File: config.mk
export PLATFORM = sky130hd
export DESIGN_NAME = tri_timer
export DESIGN_NICKNAME = d
export VERILOG_FILES = /design/src/rtl/tri_timer.sv
export SDC_FILE = /design/constraint.sdc
export NUM_CORES = 1
export LEC_CHECK = 0
export CORE_ASPECT_RATIO = 2
export CORE_UTILIZATION = 64
export DETAILED_ROUTE_END_ITERATION = 12
export HOLD_SLACK_MARGIN = 0.15
export PLACE_DENSITY = 0.82
export RECOVER_POWER = 50
export SLEW_MARGIN = 40
export SYNTH_ARGS = -nofsm -noshare
export SYNTH_HDL_FRONTEND = slang
export SYNTH_SLANG_ARGS = --single-unit
File: constraint.sdc
create_clock -name clk -period 5.3 [get_ports clk]
set_clock_uncertainty 0.05 [all_clocks]
set_input_delay 1.325 -clock clk [delete_from_list [all_inputs] [get_ports clk]]
set_output_delay 1.325 -clock clk [all_outputs]
set_load 0.1 [all_outputs]
File: src/rtl/tri_timer.sv
module tri_timer #(
  parameter int CNT_W  = 32,
  parameter int ADDR_W = 8
) (
  input  logic              clk,
  input  logic              rst_n,
  input  logic              bus_sel,
  input  logic              bus_wr,
  input  logic [ADDR_W-1:0] bus_addr,
  input  logic [31:0]       bus_wdata,
  output logic [31:0]       bus_rdata,
  input  logic              ext_tick,
  output logic              irq
);
  localparam int NT  = 3;
  localparam int AW2 = ADDR_W - 2;
  localparam int NF  = 3 * NT;
  localparam int CW  = 4 * NT;

  logic [CW-1:0]    ctrl;
  logic [NF-1:0]    status, mask, ev, st_clr;
  logic [2:0]       xs;
  logic             ext_rise, aligned, acc, wr_en, wr_st;
  logic [AW2-1:0]   widx;
  logic [CNT_W-1:0] cnt_q [NT];
  logic [CNT_W-1:0] load_q [NT];
  logic [CNT_W-1:0] ma_q [NT];
  logic [CNT_W-1:0] mb_q [NT];
  logic [2:0]       ev_t [NT];
  logic             wr_cnt [NT];

  assign aligned  = (bus_addr[1:0] == 2'b00);
  assign widx     = bus_addr[ADDR_W-1:2];
  assign acc      = bus_sel & aligned;
  assign wr_en    = acc & bus_wr;
  assign wr_st    = wr_en && (widx == AW2'(13));
  assign st_clr   = wr_st ? bus_wdata[NF-1:0] : '0;
  assign ext_rise = xs[1] & ~xs[2];

  always_ff @(posedge clk or negedge rst_n)
    if (!rst_n) xs <= '0;
    else        xs <= {xs[1:0], ext_tick};

  for (genvar i = 0; i < NT; i++) begin : g_tmr
    logic [CNT_W-1:0] c, ld, ma, mb, nxt;
    logic en, up, ie, sx, tk, wrap;

    assign en   = ctrl[3*i];
    assign sx   = ctrl[3*i+1];
    assign ie   = ctrl[3*i+2];
    assign up   = ctrl[9+i];
    assign tk   = en & (sx ? ext_rise : 1'b1);
    assign wrap = up ? (&c) : ~(|c);
    assign nxt  = wrap ? ld : (up ? c + 1'b1 : c - 1'b1);

    assign wr_cnt[i] = wr_en && (widx == AW2'(4*i));
    assign ev_t[i]   = {tk & wrap & ie, tk & (nxt == mb), tk & (nxt == ma)};

    always_ff @(posedge clk or negedge rst_n)
      if (!rst_n) begin
        c <= '0; ld <= '0; ma <= '0; mb <= '0;
      end else begin
        if (wr_cnt[i])                           c  <= bus_wdata[CNT_W-1:0];
        else if (tk)                             c  <= nxt;
        if (wr_en && (widx == AW2'(4*i+1)))      ld <= bus_wdata[CNT_W-1:0];
        if (wr_en && (widx == AW2'(4*i+2)))      ma <= bus_wdata[CNT_W-1:0];
        if (wr_en && (widx == AW2'(4*i+3)))      mb <= bus_wdata[CNT_W-1:0];
      end

    assign cnt_q[i]  = c;
    assign load_q[i] = ld;
    assign ma_q[i]   = ma;
    assign mb_q[i]   = mb;
  end

  always_comb
    for (int i = 0; i < NT; i++) ev[3*i +: 3] = ev_t[i];

  always_ff @(posedge clk or negedge rst_n)
    if (!rst_n) begin
      ctrl   <= '0;
      mask   <= '1;
      status <= '0;
    end else begin
      if (wr_en && (widx == AW2'(12))) ctrl <= bus_wdata[CW-1:0];
      if (wr_en && (widx == AW2'(14))) mask <= bus_wdata[NF-1:0];
      status <= (status & ~st_clr) | ev;
    end

  always_comb begin
    bus_rdata = '0;
    if (acc) begin
      for (int i = 0; i < NT; i++) begin
        if (widx == AW2'(4*i))   bus_rdata = 32'(cnt_q[i]);
        if (widx == AW2'(4*i+1)) bus_rdata = 32'(load_q[i]);
        if (widx == AW2'(4*i+2)) bus_rdata = 32'(ma_q[i]);
        if (widx == AW2'(4*i+3)) bus_rdata = 32'(mb_q[i]);
      end
      if (widx == AW2'(12)) bus_rdata = 32'(ctrl);
      if (widx == AW2'(13)) bus_rdata = 32'(status);
      if (widx == AW2'(14)) bus_rdata = 32'(mask);
    end
  end

  assign irq = |(status & ~mask);
endmodule

==> qor.csv, run 1 <==
metric;value;unit
synth_edf_count;0;
port_buffers;77;
start_util;65.1;%
dp_slack;-0.0361;ns
ys_seq_elements;417;
die_w;159;um
status;aborted with a tool error;
grt_pass1_wl;281000;um
gr-total-overflow;456;
async_flop_share;100;%
cts_setup_buffers;0;
clock-root-buffer;clkbuf_16;
lastStage;global routing;
syn_area_per_cell;9.02;sq um
cts_buffers;41;
synth-seq-area-share;33.1;%
rows;114;
yosysWarnings;0;
synthFlopType;dfrtp_1;
syn-cell-area;31600;sq um
htreeDepth;2;
ctsLongestPathBuffers;3;
syn_inst;3498;
cts_sinks;417;
grt_max_degree;106;
io_pins;78;
hpwl;117000;um
grt_use_total;74.1;%
firstError;[ERROR GRT-0116] Global routing finished with congestion. Check the congestion regions in the DRC Viewer.;
grt_pass1_vias;37731;
synth_nets;3636;
globalplace.congestion;1.30;
die_y;316;um
yosysUniqueCellTypes;101;
==> metrics by stage <==
stage,util [%],instances,area (sq um)
4_1_cts,74.5,4267,36100
3_5_place_dp,71.7,4193,34800
3_3_place_gp,71.7,4193,34800
2_1_floorplan,-,3498,31900
==> timing repair <==
item | CTS
endpoints found under the setup margin | 5
resized for setup | 1
hold buffers | 0
==> cells in the mapped netlist (27+ instances only) <==
library cell,number,area share [%]
a211oi_1,46,1.1
inv_1,88,1.0
nand3_1,80,1.3
nor3_1,52,0.82
and3_1,27,0.54
ha_1,90,3.6
mux2_2,285,10
a221oi_1,31,0.86
a22oi_1,98,2.3
nand2_1,329,3.9
mux2i_1,52,1.6
o21ai_0,226,3.6
xor2_1,139,3.9
nor2_1,198,2.4
o22ai_1,30,0.59
clkbuf_1,203,2.4
xnor2_1,204,5.7
dfrtp_1,408,32
o211ai_1,36,0.86
nor4_1,58,1.1
nand4_1,73,1.4
a21o_1,40,0.95
a31oi_1,41,0.81
a21oi_1,226,3.6
==> per-layer routing <==
metal,track usage (%),GRT overflow
met1,73.4,0
met2,97.3,304
met3,49.5,3
met4,81.0,149
met5,9.09,0
==> logic make-up after synthesis <==
kind of cell             synth area share (%)
AO/OA/AOI/OAI                            21.0
AND/OR/NAND/NOR                          14.7
flip-flops                               33.1
multiplexers                             13.1
XOR/XNOR                                 10.2
buffers and inverters                    4.19
adder cells (fa/ha/maj)                  3.76
==> run 2: changes to the inputs <==
Settings changed: CORE_ASPECT_RATIO 2 to not set, CORE_UTILIZATION 64 to 40, HOLD_SLACK_MARGIN 0.15 to not set, PLACE_DENSITY 0.82 to not set, PLACE_DENSITY_LB_ADDON set to 0.15.
==> qor.csv, run 2 <==
metric;value;unit;change
synth_top_area_share;32.4;%;unchanged
grt_max_degree;102;;
p_int;8520;uW;
htreeDepth;2;;unchanged
p_total;15400;uW;
violations;max-capacitance violations, max-slew violations;;
end_kind;primary output;;
die_area;80000;sq um;
required;3.92;ns;
async_flop_share;100;%;unchanged
rows;102;;-11%
maxCapViolCount;3;;
worstHoldStart;xs[0];;
core_area;77700;sq um;
syn_area_per_cell;9.02;sq um;unchanged
drt_iter0_drc;4176;;
grt_setup_unrepaired;false;;
stdcell_area;36800;sq um;
drc_errors;0;;
relSlewSlack;-65.9;%;
wl_per_cell;32.5;um;
path_class;primary input to primary output;;
syn-cell-area;31600;sq um;unchanged
power.switching;6880;uW;
crit_arrival;3.81;ns;
detail-route-antenna-nets;0;;
synth-seq-area-share;33.1;%;unchanged
synthFlopType;dfrtp_1;;
cp_max_fo;13;;
grt_pass1_wl;217000;um;
wl;152000;um;
p_seq_share;30.0;%;
irDropWorstVdd;375;uV;
holdPathStages;0;;
area_delta_synth_final;16.7;%;
final_common_cell;dfrtp_1;;
die_w;283;um;+78%
worstHoldPathType;flip-flop to flip-flop;;
hold_viol_final;0;;
pwr_density_cell;418;nW/um^2;
yosysWarnings;0;;unchanged
dr_total_vias;30663;;
status;finished with violations;;
p_comb_share;44.6;%;
drtPass1Iterations;8;;
yosysTopAreaCell;dfrtp_1;;
gr-total-overflow;0;;
fin_nets;3725;;
clock-root-buffer;clkbuf_16;;
antenna_found_initial;11;;
yosysUniqueCellTypes;101;;unchanged
synth_nets;3636;;unchanged
globalplace.congestion;1.05;;-19%
die_y;283;um;-10%
ctsLongestPathBuffers;3;;unchanged
hpwl;116000;um;-0.96%
leakage;0.0158;uW;
fillers;7555;;
critPathLaunchType;primary input;;
slew_viol_final;191;;
synth_edf_count;0;;unchanged
clkLatencyLatePin;0.64;ns;
period_needed;5.18;ns;
timing.final.crit_share;97.8;%;
r2r_cells;14;;
dpl.cell_count;4570;;+9.0%
port_buffers;77;;unchanged
worst_r2r_endpoint;status[1];;
start_util;40.6;%;-24 points
fmax;193;MHz;
postLayoutCoreUtil;47.4;%;
p_clk_share;25.4;%;
synth_commonest_cells;dfrtp_1 (408), nand2_1 (329), mux2_2 (285), a21oi_1 (226), o21ai_0 (226);;
finalSetupViolCount;0;;
regToRegSetupSlack;0.50;ns;
synth_most_common_cell;dfrtp_1;;
io_pins;78;;unchanged
cts_buffers;52;;+27%
regToRegStartpoint;ctrl[9];;
vias_per_cell;6.57;;
holdPathEnd;xs[1];;
cts_tree;yes;;
grt_use_total;37.9;%;
place_area;35000;sq um;+0.58%
grt_pass1_vias;28699;;
drive_above_1_share;20.8;%;
synth_area_leaders;dfrtp_1 (32%), mux2_2 (10%), xnor2_1 (5.7%);;
tns;0;ns;
most-common-layout-cells;dfrtp_1 (408), nand2_1 (324), mux2_2 (285), o21ai_0 (220), a21oi_1 (206);;
clk_transition_reported_paths;0.05;ns;
stdcell_count;4670;;
tightest_slew;2.49;ns;
ys_seq_elements;417;;unchanged
syn_inst;3498;;unchanged
cts-hold-fix-buffers;0;;unchanged
cts_sinks;417;;unchanged
swShare;44.7;%;
[run 2: cell counts after synthesis]
No cell type changed its count.
[run 2: routing by layer]
layer	wire, um	vias to the layer above	GRT usage, %	share of wire, %
met5	170	-	0.794	0.11
met4	8920	10	19.2	5.9
met3	15000	407	8.29	9.9
met2	63000	1748	54.8	41
met1	64900	15311	52.8	43
li1	-	13187	-	-
[run 2: cell families after synthesis]
family | synth area share (%)
AO/OA/AOI/OAI | 21.0
AND/OR/NAND/NOR | 14.7
flip-flops | 33.1
multiplexers | 13.1
XOR/XNOR | 10.2
buffers and inverters | 4.19
adder cells (fa/ha/maj) | 3.76
[run 2: final cells by class]
class	instances	area [sq um]	area share [%]
Antenna cell	4	10.0	0.0272
Clock buffer	69	1490	4.04
Clock inverter	24	347	0.941
Inverter	88	330	0.897
Multi-Input combinational cell	2757	20300	55.2
Sequential cell	417	10400	28.4
Tap cell	1040	1300	3.53
Timing Repair Buffer	271	2570	6.99
[run 2: worst max-delay path: stages]
cell and delay [ns]:
buf_2 0.40, buf_4 0.26, mux4_2 0.65, a22oi_1 0.22, a31oi_1 0.12, a221oi_1 0.51
a21oi_4 0.12, buf_12 0.19
[run 2: metrics by stage]
stage	hold slack (ns)	worst slack, ns
2_1_floorplan	0.281	-0.144
3_3_place_gp	0.286	-0.252
3_5_place_dp	0.290	-0.199
4_1_cts	0.303	0.0164
5_1_grt	0.318	0.0500
6_report	0.300	0.115
[run 2: worst max-delay path by stage]
stage                          endpoint   startpoint  slack, ns
after floorplan            bus_rdata[1]  bus_addr[2]      -0.14
after global placement    bus_rdata[18]  bus_addr[5]      -0.25
after detailed placement  bus_rdata[18]  bus_addr[7]      -0.20
after CTS                 bus_rdata[28]  bus_addr[6]       0.02
after global routing      bus_rdata[19]  bus_addr[2]       0.05
final                     bus_rdata[25]  bus_addr[2]       0.12
[run 2: timing repair]
item / in CTS / in global routing
pin swaps: 5 / 7
resized for setup: 14 / 15
buffers inserted: 0 / 3
endpoints found under the setup margin: 23 / 21
[run 2: power by group through the flow]
stage	clock network (uW)	registers, uW	logic [uW]
2_1_floorplan	0	3980	4710
5_1_grt	4060	4600	7410
4_1_cts	3940	4550	6710
6_report	3910	4620	6870
3_5_place_dp	0	4610	6670
3_3_place_gp	0	4620	6660
Power figures use the tool's default switching activity.
